## src/rtl/bod_pkg.sv

```systemverilog
package bod_pkg;

    // Request-mode code that enables demand-driven requests.
    localparam logic [1:0] MODE_DEMAND = 2'b10;

    typedef enum logic [1:0] {
        ST_EMPTY = 2'd0,
        ST_WAIT  = 2'd1,
        ST_REQ   = 2'd2
    } bod_state_e;

endpackage

```

## src/rtl/bod_fifo_cnt.sv

```systemverilog
module bod_fifo_cnt #(
    parameter  int DEPTH = 64,
    localparam int CW    = $clog2(DEPTH + 1)
) (
    input  logic          clk,
    input  logic          rst_n,
    input  logic          pkt_ok,
    input  logic [CW-1:0] pkt_len,
    input  logic          fifo_rd,
    output logic [CW-1:0] cnt_q,
    output logic          cnt_zero_nxt,
    output logic          pkt_accept,
    output logic          last_rd,
    output logic          pkt_short_q,
    output logic          underflow_q
);

    localparam logic [CW-1:0] DEPTH_C = CW'(DEPTH);

    logic [CW-1:0] len_clip;
    logic [CW-1:0] cnt_nxt;
    logic          rd_ok;
    logic          rd_empty;

    // The buffer holds one packet; a new packet is taken only when it is empty.
    assign pkt_accept = pkt_ok && (cnt_q == '0);
    assign len_clip   = (pkt_len > DEPTH_C) ? DEPTH_C : pkt_len;
    assign rd_ok      = fifo_rd && (cnt_q != '0);
    assign rd_empty   = fifo_rd && (cnt_q == '0);
    assign last_rd    = fifo_rd && (cnt_q == CW'(1));

    always_comb begin
        cnt_nxt = cnt_q;
        if (pkt_accept) begin
            cnt_nxt = len_clip;
        end else if (rd_ok) begin
            cnt_nxt = cnt_q - CW'(1);
        end
    end

    assign cnt_zero_nxt = (cnt_nxt == '0);

    always_ff @(posedge clk) begin
        if (!rst_n) begin
            cnt_q       <= '0;
            pkt_short_q <= 1'b0;
            underflow_q <= 1'b0;
        end else begin
            cnt_q <= cnt_nxt;
            if (pkt_accept) begin
                pkt_short_q <= (len_clip < DEPTH_C);
            end
            if (rd_empty) begin
                underflow_q <= 1'b1;
            end
        end
    end

    // a read with bytes present takes exactly one byte off.
    p_rd_decrement_r9: assert property (@(posedge clk) disable iff (!rst_n)
        (fifo_rd && cnt_q != '0) |=> (cnt_q == $past(cnt_q) - CW'(1)));

    // a read of an empty buffer never wraps the count.
    p_empty_hold_r9: assert property (@(posedge clk) disable iff (!rst_n)
        (fifo_rd && !pkt_ok && cnt_q == '0) |=> (cnt_q == '0 && underflow_q));

    // the underflow flag is sticky.
    p_underflow_sticky_r9: assert property (@(posedge clk) disable iff (!rst_n)
        underflow_q |=> underflow_q);

endmodule

```

## src/rtl/bod_cfg_reg.sv

```systemverilog
module bod_cfg_reg #(
    parameter int MODE_W = 2
) (
    input  logic              clk,
    input  logic              rst_n,
    input  logic              cfg_wr,
    input  logic              cfg_en,
    input  logic [MODE_W-1:0] cfg_mode,
    input  logic              hw_clr,
    output logic              en_q,
    output logic [MODE_W-1:0] mode_q,
    output logic              en_nxt,
    output logic [MODE_W-1:0] mode_nxt
);

    // A hardware clear wins over a software write in the same cycle.
    always_comb begin
        en_nxt   = en_q;
        mode_nxt = mode_q;
        if (cfg_wr) begin
            en_nxt   = cfg_en;
            mode_nxt = cfg_mode;
        end
        if (hw_clr) begin
            en_nxt = 1'b0;
        end
    end

    always_ff @(posedge clk) begin
        if (!rst_n) begin
            en_q   <= 1'b0;
            mode_q <= '0;
        end else begin
            en_q   <= en_nxt;
            mode_q <= mode_nxt;
        end
    end

    // an end-of-transfer event always leaves the enable bit cleared.
    p_hwclr_disables_r6: assert property (@(posedge clk) disable iff (!rst_n)
        hw_clr |=> !en_q);

endmodule

```

## src/rtl/bod_status.sv

```systemverilog
module bod_status (
    input  logic clk,
    input  logic rst_n,
    input  logic short_done,
    input  logic short_clr,
    input  logic dma_tc,
    input  logic pkt_accept,
    input  logic armed,
    output logic short_sts_q,
    output logic short_nxt,
    output logic rx_irq_q,
    output logic short_irq_q,
    output logic ep_end_irq_q,
    output logic dma_end_irq_q
);

    // Setting the status wins over a clear in the same cycle.
    assign short_nxt = short_done || (short_sts_q && !short_clr);

    always_ff @(posedge clk) begin
        if (!rst_n) begin
            short_sts_q   <= 1'b0;
            rx_irq_q      <= 1'b0;
            short_irq_q   <= 1'b0;
            ep_end_irq_q  <= 1'b0;
            dma_end_irq_q <= 1'b0;
        end else begin
            short_sts_q   <= short_nxt;
            rx_irq_q      <= pkt_accept && !armed;
            short_irq_q   <= short_done;
            ep_end_irq_q  <= short_done;
            dma_end_irq_q <= dma_tc;
        end
    end

    // the short interrupt is a single-cycle pulse.
    p_short_pulse_r5: assert property (@(posedge clk) disable iff (!rst_n)
        short_irq_q |=> !short_irq_q);

    // a short interrupt leaves the status set behind it.
    p_short_sets_sts_r5: assert property (@(posedge clk) disable iff (!rst_n)
        short_irq_q |-> short_sts_q);

    // the DMA-end interrupt is a single pulse per terminal-count cycle.
    p_tc_irq_r6: assert property (@(posedge clk) disable iff (!rst_n)
        dma_tc |=> dma_end_irq_q);

endmodule

```

## src/rtl/bod_req_fsm.sv

```systemverilog
module bod_req_fsm
    import bod_pkg::*;
#(
    parameter int MODE_W = 2
) (
    input  logic              clk,
    input  logic              rst_n,
    input  logic              cnt_zero_nxt,
    input  logic              en_nxt,
    input  logic [MODE_W-1:0] mode_nxt,
    input  logic              short_nxt,
    input  logic              last_rd,
    input  logic              pkt_short_q,
    input  logic              en_q,
    input  logic [MODE_W-1:0] mode_q,
    input  logic              cnt_nz,
    input  logic              short_sts_q,
    output bod_state_e        state_q,
    output logic              dma_req,
    output logic              short_done
);

    bod_state_e state_nxt;
    logic       go_nxt;

    assign go_nxt = en_nxt && (mode_nxt == MODE_W'(MODE_DEMAND)) && !short_nxt;

    // Next-state logic.
    always_comb begin
        state_nxt = state_q;
        unique case (state_q)
            ST_EMPTY: begin
                if (!cnt_zero_nxt) begin
                    state_nxt = go_nxt ? ST_REQ : ST_WAIT;   // load-armed / load-idle
                end
            end
            ST_WAIT: begin
                if (cnt_zero_nxt) begin
                    state_nxt = ST_EMPTY;                    // drain
                end else if (go_nxt) begin
                    state_nxt = ST_REQ;                      // arm
                end
            end
            ST_REQ: begin
                if (cnt_zero_nxt) begin
                    state_nxt = ST_EMPTY;                    // drain
                end else if (!go_nxt) begin
                    state_nxt = ST_WAIT;                     // disarm
                end
            end
            default: state_nxt = ST_EMPTY;
        endcase
    end

    // State register.
    always_ff @(posedge clk) begin
        if (!rst_n) begin
            state_q <= ST_EMPTY;
        end else begin
            state_q <= state_nxt;
        end
    end

    // Outputs.
    always_comb begin
        dma_req    = (state_q == ST_REQ);
        short_done = (state_q == ST_REQ) && last_rd && pkt_short_q;
    end

    // the request implies an armed path with bytes present.
    p_req_gated_r2: assert property (@(posedge clk) disable iff (!rst_n)
        dma_req |-> (en_q && mode_q == MODE_W'(MODE_DEMAND) && cnt_nz));

    // a pending short status blocks the request.
    p_stop_blocks_r7: assert property (@(posedge clk) disable iff (!rst_n)
        short_sts_q |-> !dma_req);

    // the read of the last byte drops the request.
    p_last_read_drops_r4: assert property (@(posedge clk) disable iff (!rst_n)
        (dma_req && last_rd) |=> !dma_req);

    // an empty buffer never requests.
    p_empty_no_req_r4: assert property (@(posedge clk) disable iff (!rst_n)
        !cnt_nz |-> !dma_req);

endmodule

```

## src/rtl/bulk_out_dma_req.sv

```systemverilog
module bulk_out_dma_req
    import bod_pkg::*;
#(
    parameter  int DEPTH  = 64,
    parameter  int MODE_W = 2,
    localparam int CW     = $clog2(DEPTH + 1)
) (
    input  logic              clk,
    input  logic              rst_n,
    input  logic              cfg_wr,
    input  logic              cfg_en,
    input  logic [MODE_W-1:0] cfg_mode,
    input  logic              pkt_ok,
    input  logic [CW-1:0]     pkt_len,
    input  logic              fifo_rd,
    input  logic              dma_tc,
    input  logic              short_clr,
    output logic              dma_req,
    output logic              rx_irq,
    output logic              short_irq,
    output logic              ep_end_irq,
    output logic              dma_end_irq,
    output logic              dma_stop,
    output logic              dma_en,
    output logic [CW-1:0]     byte_cnt,
    output logic              underflow
);

    logic [CW-1:0]     cnt_q;
    logic              cnt_zero_nxt;
    logic              pkt_accept;
    logic              last_rd;
    logic              pkt_short_q;
    logic              en_q;
    logic              en_nxt;
    logic [MODE_W-1:0] mode_q;
    logic [MODE_W-1:0] mode_nxt;
    logic              short_sts_q;
    logic              short_nxt;
    logic              short_done;
    logic              hw_clr;
    logic              armed;
    bod_state_e        state_q;

    assign hw_clr = dma_tc || short_done;
    assign armed  = en_q && (mode_q == MODE_W'(MODE_DEMAND)) && !short_sts_q;

    bod_fifo_cnt #(.DEPTH(DEPTH)) u_fifo (
        .clk          (clk),
        .rst_n        (rst_n),
        .pkt_ok       (pkt_ok),
        .pkt_len      (pkt_len),
        .fifo_rd      (fifo_rd),
        .cnt_q        (cnt_q),
        .cnt_zero_nxt (cnt_zero_nxt),
        .pkt_accept   (pkt_accept),
        .last_rd      (last_rd),
        .pkt_short_q  (pkt_short_q),
        .underflow_q  (underflow)
    );

    bod_cfg_reg #(.MODE_W(MODE_W)) u_cfg (
        .clk      (clk),
        .rst_n    (rst_n),
        .cfg_wr   (cfg_wr),
        .cfg_en   (cfg_en),
        .cfg_mode (cfg_mode),
        .hw_clr   (hw_clr),
        .en_q     (en_q),
        .mode_q   (mode_q),
        .en_nxt   (en_nxt),
        .mode_nxt (mode_nxt)
    );

    bod_status u_sts (
        .clk           (clk),
        .rst_n         (rst_n),
        .short_done    (short_done),
        .short_clr     (short_clr),
        .dma_tc        (dma_tc),
        .pkt_accept    (pkt_accept),
        .armed         (armed),
        .short_sts_q   (short_sts_q),
        .short_nxt     (short_nxt),
        .rx_irq_q      (rx_irq),
        .short_irq_q   (short_irq),
        .ep_end_irq_q  (ep_end_irq),
        .dma_end_irq_q (dma_end_irq)
    );

    bod_req_fsm #(.MODE_W(MODE_W)) u_fsm (
        .clk          (clk),
        .rst_n        (rst_n),
        .cnt_zero_nxt (cnt_zero_nxt),
        .en_nxt       (en_nxt),
        .mode_nxt     (mode_nxt),
        .short_nxt    (short_nxt),
        .last_rd      (last_rd),
        .pkt_short_q  (pkt_short_q),
        .en_q         (en_q),
        .mode_q       (mode_q),
        .cnt_nz       (cnt_q != '0),
        .short_sts_q  (short_sts_q),
        .state_q      (state_q),
        .dma_req      (dma_req),
        .short_done   (short_done)
    );

    assign dma_stop = short_sts_q;
    assign dma_en   = en_q;
    assign byte_cnt = cnt_q;

    // never a request while the enable output is low.
    p_no_req_disabled_r2: assert property (@(posedge clk) disable iff (!rst_n)
        !dma_en |-> !dma_req);

    // the stop output and the request are exclusive.
    p_stop_excl_r7: assert property (@(posedge clk) disable iff (!rst_n)
        !(dma_stop && dma_req));

endmodule

```

## config.mk

```make
export PLATFORM = sky130hd
export DESIGN_NAME = bulk_out_dma_req
export DESIGN_NICKNAME = d
export VERILOG_FILES = /design/src/rtl/bod_pkg.sv /design/src/rtl/bod_fifo_cnt.sv /design/src/rtl/bod_cfg_reg.sv /design/src/rtl/bod_status.sv /design/src/rtl/bod_req_fsm.sv /design/src/rtl/bulk_out_dma_req.sv
export SDC_FILE = /design/constraint.sdc
export NUM_CORES = 1
export LEC_CHECK = 0
export ABC_AREA = 1
export BUFFER_PORTS_ARGS = -buffer_cell sky130_fd_sc_hd__buf_2
export CAP_MARGIN = 0
export CORE_MARGIN = 3
export CORE_UTILIZATION = 45
export CTS_CLUSTER_SIZE = 25
export DETAILED_ROUTE_END_ITERATION = 8
export GPL_TIMING_DRIVEN = 0
export PLACE_DENSITY = 0.76
export SLEW_MARGIN = 20
export SYNTH_ARGS = -nofsm -noshare
export SYNTH_HDL_FRONTEND = slang
export SYNTH_SLANG_ARGS = --single-unit
```

## constraint.sdc

```tcl
create_clock -name clk -period 1.5 [get_ports clk]
set_input_delay 0.075 -clock clk [delete_from_list [all_inputs] [get_ports clk]]
set_output_delay 0.075 -clock clk [all_outputs]
set_load 0.1 [all_outputs]
```

==> run_results.csv <==
group,metric,value,unit
status,status,"complete, but fails checks",
status,violations,"setup timing",
sta,fin_ws,-130,ps
worst_setup_path,cp_data_arrival_time,1830,ps
sta,rsz0062_at_grt,"true",
min_path,whs_endpoint,"u_fifo.cnt_q[0]$_SDFF_PN0_",
clocking,clkTransAtPathRegs,110,ps
sta,finalSetupViolCount,2,
synth,syn_avg_cell_area,7.04,sq um
grt,grt_pass1_wl,4340,microns
synth,synth_nets,166,
final_layout,post-route-util,0.694,
clocking,cts_buffers,3,
sta,final.setup.tns,-258,ps
final_layout,fillCellCount,177,
grt,grt_usage,0.208,
worst_setup_path,critPathCaptureType,"register",
synth,synthArstFlopShare,0,
grt,grt_pass1_vias,1011,
synth,synth_edf_count,0,
worst_setup_path,crit_fanout,4,
sta,maxSlewHeadroom,0.677,
drt,drt_iter0_drc,46,
floorplan,die_area,0.00291,sq mm
sta,period_share,1.09,
floorplan,coreArea,0.00206,sq mm
sta,fin_hold_ws,27.6,ps
drt,viasPerCell,5.08,
floorplan,fp.dieW,54.0,microns
placed_design,hpwl,2080,microns
drt,routed_wl,2740,microns
worst_setup_path,rrSetupSlack,-130,ps
worst_setup_path,worstSetupStartpointType,"register",
floorplan,start_util,0.502,
drt,drc,0,
synth,yosys_register_bits,18,
synth,synth_common_cells,"nand2_1, nor2_1, inv_1",
final_layout,nets,212,
drt,postRouteAntennaNets,0,
final_layout,area_growth,38.3,%
synth,synth_seq_area_share,0.348,
sta,hold_viol_final,0,
grt,grt_overflow,0,
sta,drv_slew,0,
synth,synth_top_cell_area_share,0.348,
placed_design,dp.cells,205,
floorplan,dieHeight,54.0,microns
grt,grt_max_degree,11,
final_layout,diodes,0,
drt,drt-pass1-iter-count,4,
min_path,hold_depth,3,
synth,netlist.top_cell.by_area,"dfxtp_1",
clocking,cts_root_buf,"clkbuf_4",
clocking,cts.path.max_buffers,2,
sta,worstMarginPinSlew,485,ps
synth,netlist_instances,147,
floorplan,io-pin-count,32,
clocking,clock_latency,300,ps
clocking,cts.sink_count,18,
placed_design,gp_congestion,0.898,
clocking,htree_levels,1,
worst_setup_path,reg2reg_depth,13,
synth,ys.flop_type,"dfxtp_1",
worst_setup_path,required,1700,ps
min_path,hp-class,"in -> reg",
grt,antenna_found_initial,0,
worst_setup_path,timing.rr.start,"u_fifo.cnt_q[0]$_SDFF_PN0_",
synth,synth_most_common_cell,"nand2_1",
final_layout,instances_no_fill,219,
final_layout,drive_gt1_frac,0.453,
sta,fmax,613,MHz
clocking,cts_tree,"done",
placed_design,port_buffers,31,
drt,routedWlPerCell,12.5,microns
synth,synth_area,0.00103,sq mm
synth,netlist_top_cells_area,"dfxtp_1, nand2_1, nor2_1",
sta,finClkSkew,8.32,ps
floorplan,row_count,16,
drt,num_vias,1113,
sta,fin_crit,1630,ps
worst_setup_path,r2r-end,"u_fsm.state_q[0]$_SDFFE_PN0P_",
synth,synth.distinct_cells,25,
flow_run,max_cap_violations,0,
min_path,hold_start,"rst_n",
synth,synth-warning-count,0,
worst_setup_path,crit_type,"reg -> reg",
==> layout make-up <==
| class | instances | area (sq um) | area share |
|---|---|---|---|
| multi-input cells | 102 | 627 | 0.438 |
| flip-flops and latches | 18 | 385 | 0.269 |
| repair buffers | 41 | 236 | 0.165 |
| inverters | 25 | 101 | 0.0708 |
| clock buffers | 4 | 36.3 | 0.0253 |
| well taps | 27 | 33.8 | 0.0236 |
| plain buffers | 2 | 11.3 | 0.00787 |
==> layer usage <==
layer  wire length (microns)  track usage  vias to the layer above
met5                       0            0                        -
met2                    1410        0.371                       37
met3                     135       0.0277                        4
met1                    1160        0.247                      515
li1                        -            -                      557
met4                      34       0.0851                        0
==> metrics by stage <==
step | instance area [sq um] | worst slack [ps]
after floorplan | 1090 | -84.4
after global placement | 1280 | -115
after detailed placement | 1280 | -121
after CTS | 1370 | -99.8
after global routing | 1430 | -211
final | 1430 | -130
==> state kept, by name, summed over array words and instances, names as in the netlist <==
name / cells
u_fifo.cnt_q: 7
u_cfg.mode_q: 2
u_fsm.state_q: 2
u_cfg.en_q: 1
u_fifo.pkt_short_q: 1
u_fifo.underflow_q: 1
u_sts.dma_end_irq_q: 1
u_sts.rx_irq_q: 1
u_sts.short_irq_q: 1
u_sts.short_sts_q: 1
==> cell families (layout without fill, tap and decap cells) <==
family / after synthesis / after routing / share of synthesized area
mux: 2 / 2 / 0.0193
xor+xnor: 2 / 2 / 0.0169
fa+ha+maj: 2 / 2 / 0.0242
compound gates: 13 / 13 / 0.0677
buf+inv: 27 / 72 / 0.102
simple gates: 83 / 83 / 0.422
flops: 18 / 18 / 0.348
==> worst max-delay path by stage <==
| stage | start | endpoint | slack (ps) | depth (start not counted) |
|---|---|---|---|---|
| final | u_fifo.cnt_q[0]$_SDFF_PN0_ | u_fsm.state_q[0]$_SDFFE_PN0P_ | -130 | 13 |
| after global routing | u_fifo.cnt_q[1]$_SDFF_PN0_ | u_fsm.state_q[0]$_SDFFE_PN0P_ | -210 | 13 |
| after CTS | u_fifo.cnt_q[0]$_SDFF_PN0_ | u_fsm.state_q[0]$_SDFFE_PN0P_ | -100 | 13 |
| after detailed placement | u_fifo.cnt_q[0]$_SDFF_PN0_ | u_fsm.state_q[0]$_SDFFE_PN0P_ | -120 | 13 |
| after global placement | u_fifo.cnt_q[0]$_SDFF_PN0_ | u_fsm.state_q[0]$_SDFFE_PN0P_ | -120 | 13 |
| after floorplan | u_fifo.cnt_q[0]$_SDFF_PN0_ | u_fsm.state_q[0]$_SDFFE_PN0P_ | -80 | 12 |
==> cell usage in the layout (no fill, tap or decap), drive strengths merged <==
| cell | netlist | final |
|---|---|---|
| a311oi | 1 | 1 |
| inv | 25 | 25 |
| a31oi | 1 | 1 |
| nand4 | 3 | 3 |
| nor2 | 29 | 29 |
| nand3 | 14 | 14 |
| dlygate4sd3 | 0 | 1 |
| or2 | 1 | 1 |
| mux2i | 2 | 2 |
| o21ai | 4 | 4 |
| clkbuf | 1 | 5 |
| dfxtp | 18 | 18 |
| a21oi | 7 | 7 |
| nand2 | 34 | 34 |
| nor4 | 2 | 2 |
| ha | 2 | 2 |
| xor2 | 2 | 2 |
| buf | 1 | 41 |
==> what timing repair did <==
item / 4_1_cts / 5_1_grt
setup buffers: 5 / 4
gates cloned: 0 / 0
pin swaps: 7 / 2
gates resized for setup: 1 / 10
hold buffers: 1 / 0
endpoints found under the setup margin: 2 / 3
hold endpoints to repair: 2 / 0
==> critical path, stage by stage (launching register included) <==
cell and delay (ps):
dfxtp_4 370, inv_4 60, ha_4 150, inv_4 50
nor2_8 110, nand2_4 90, nand2_4 110, inv_2 60
nand2_2 70, nand3_2 100, nor2_2 110, nand2_1 70
nor2_2 120, nor2_1 50
Power is not shown: default switching activity piles up to over one toggle a cycle in this logic, so the estimate is an artifact.
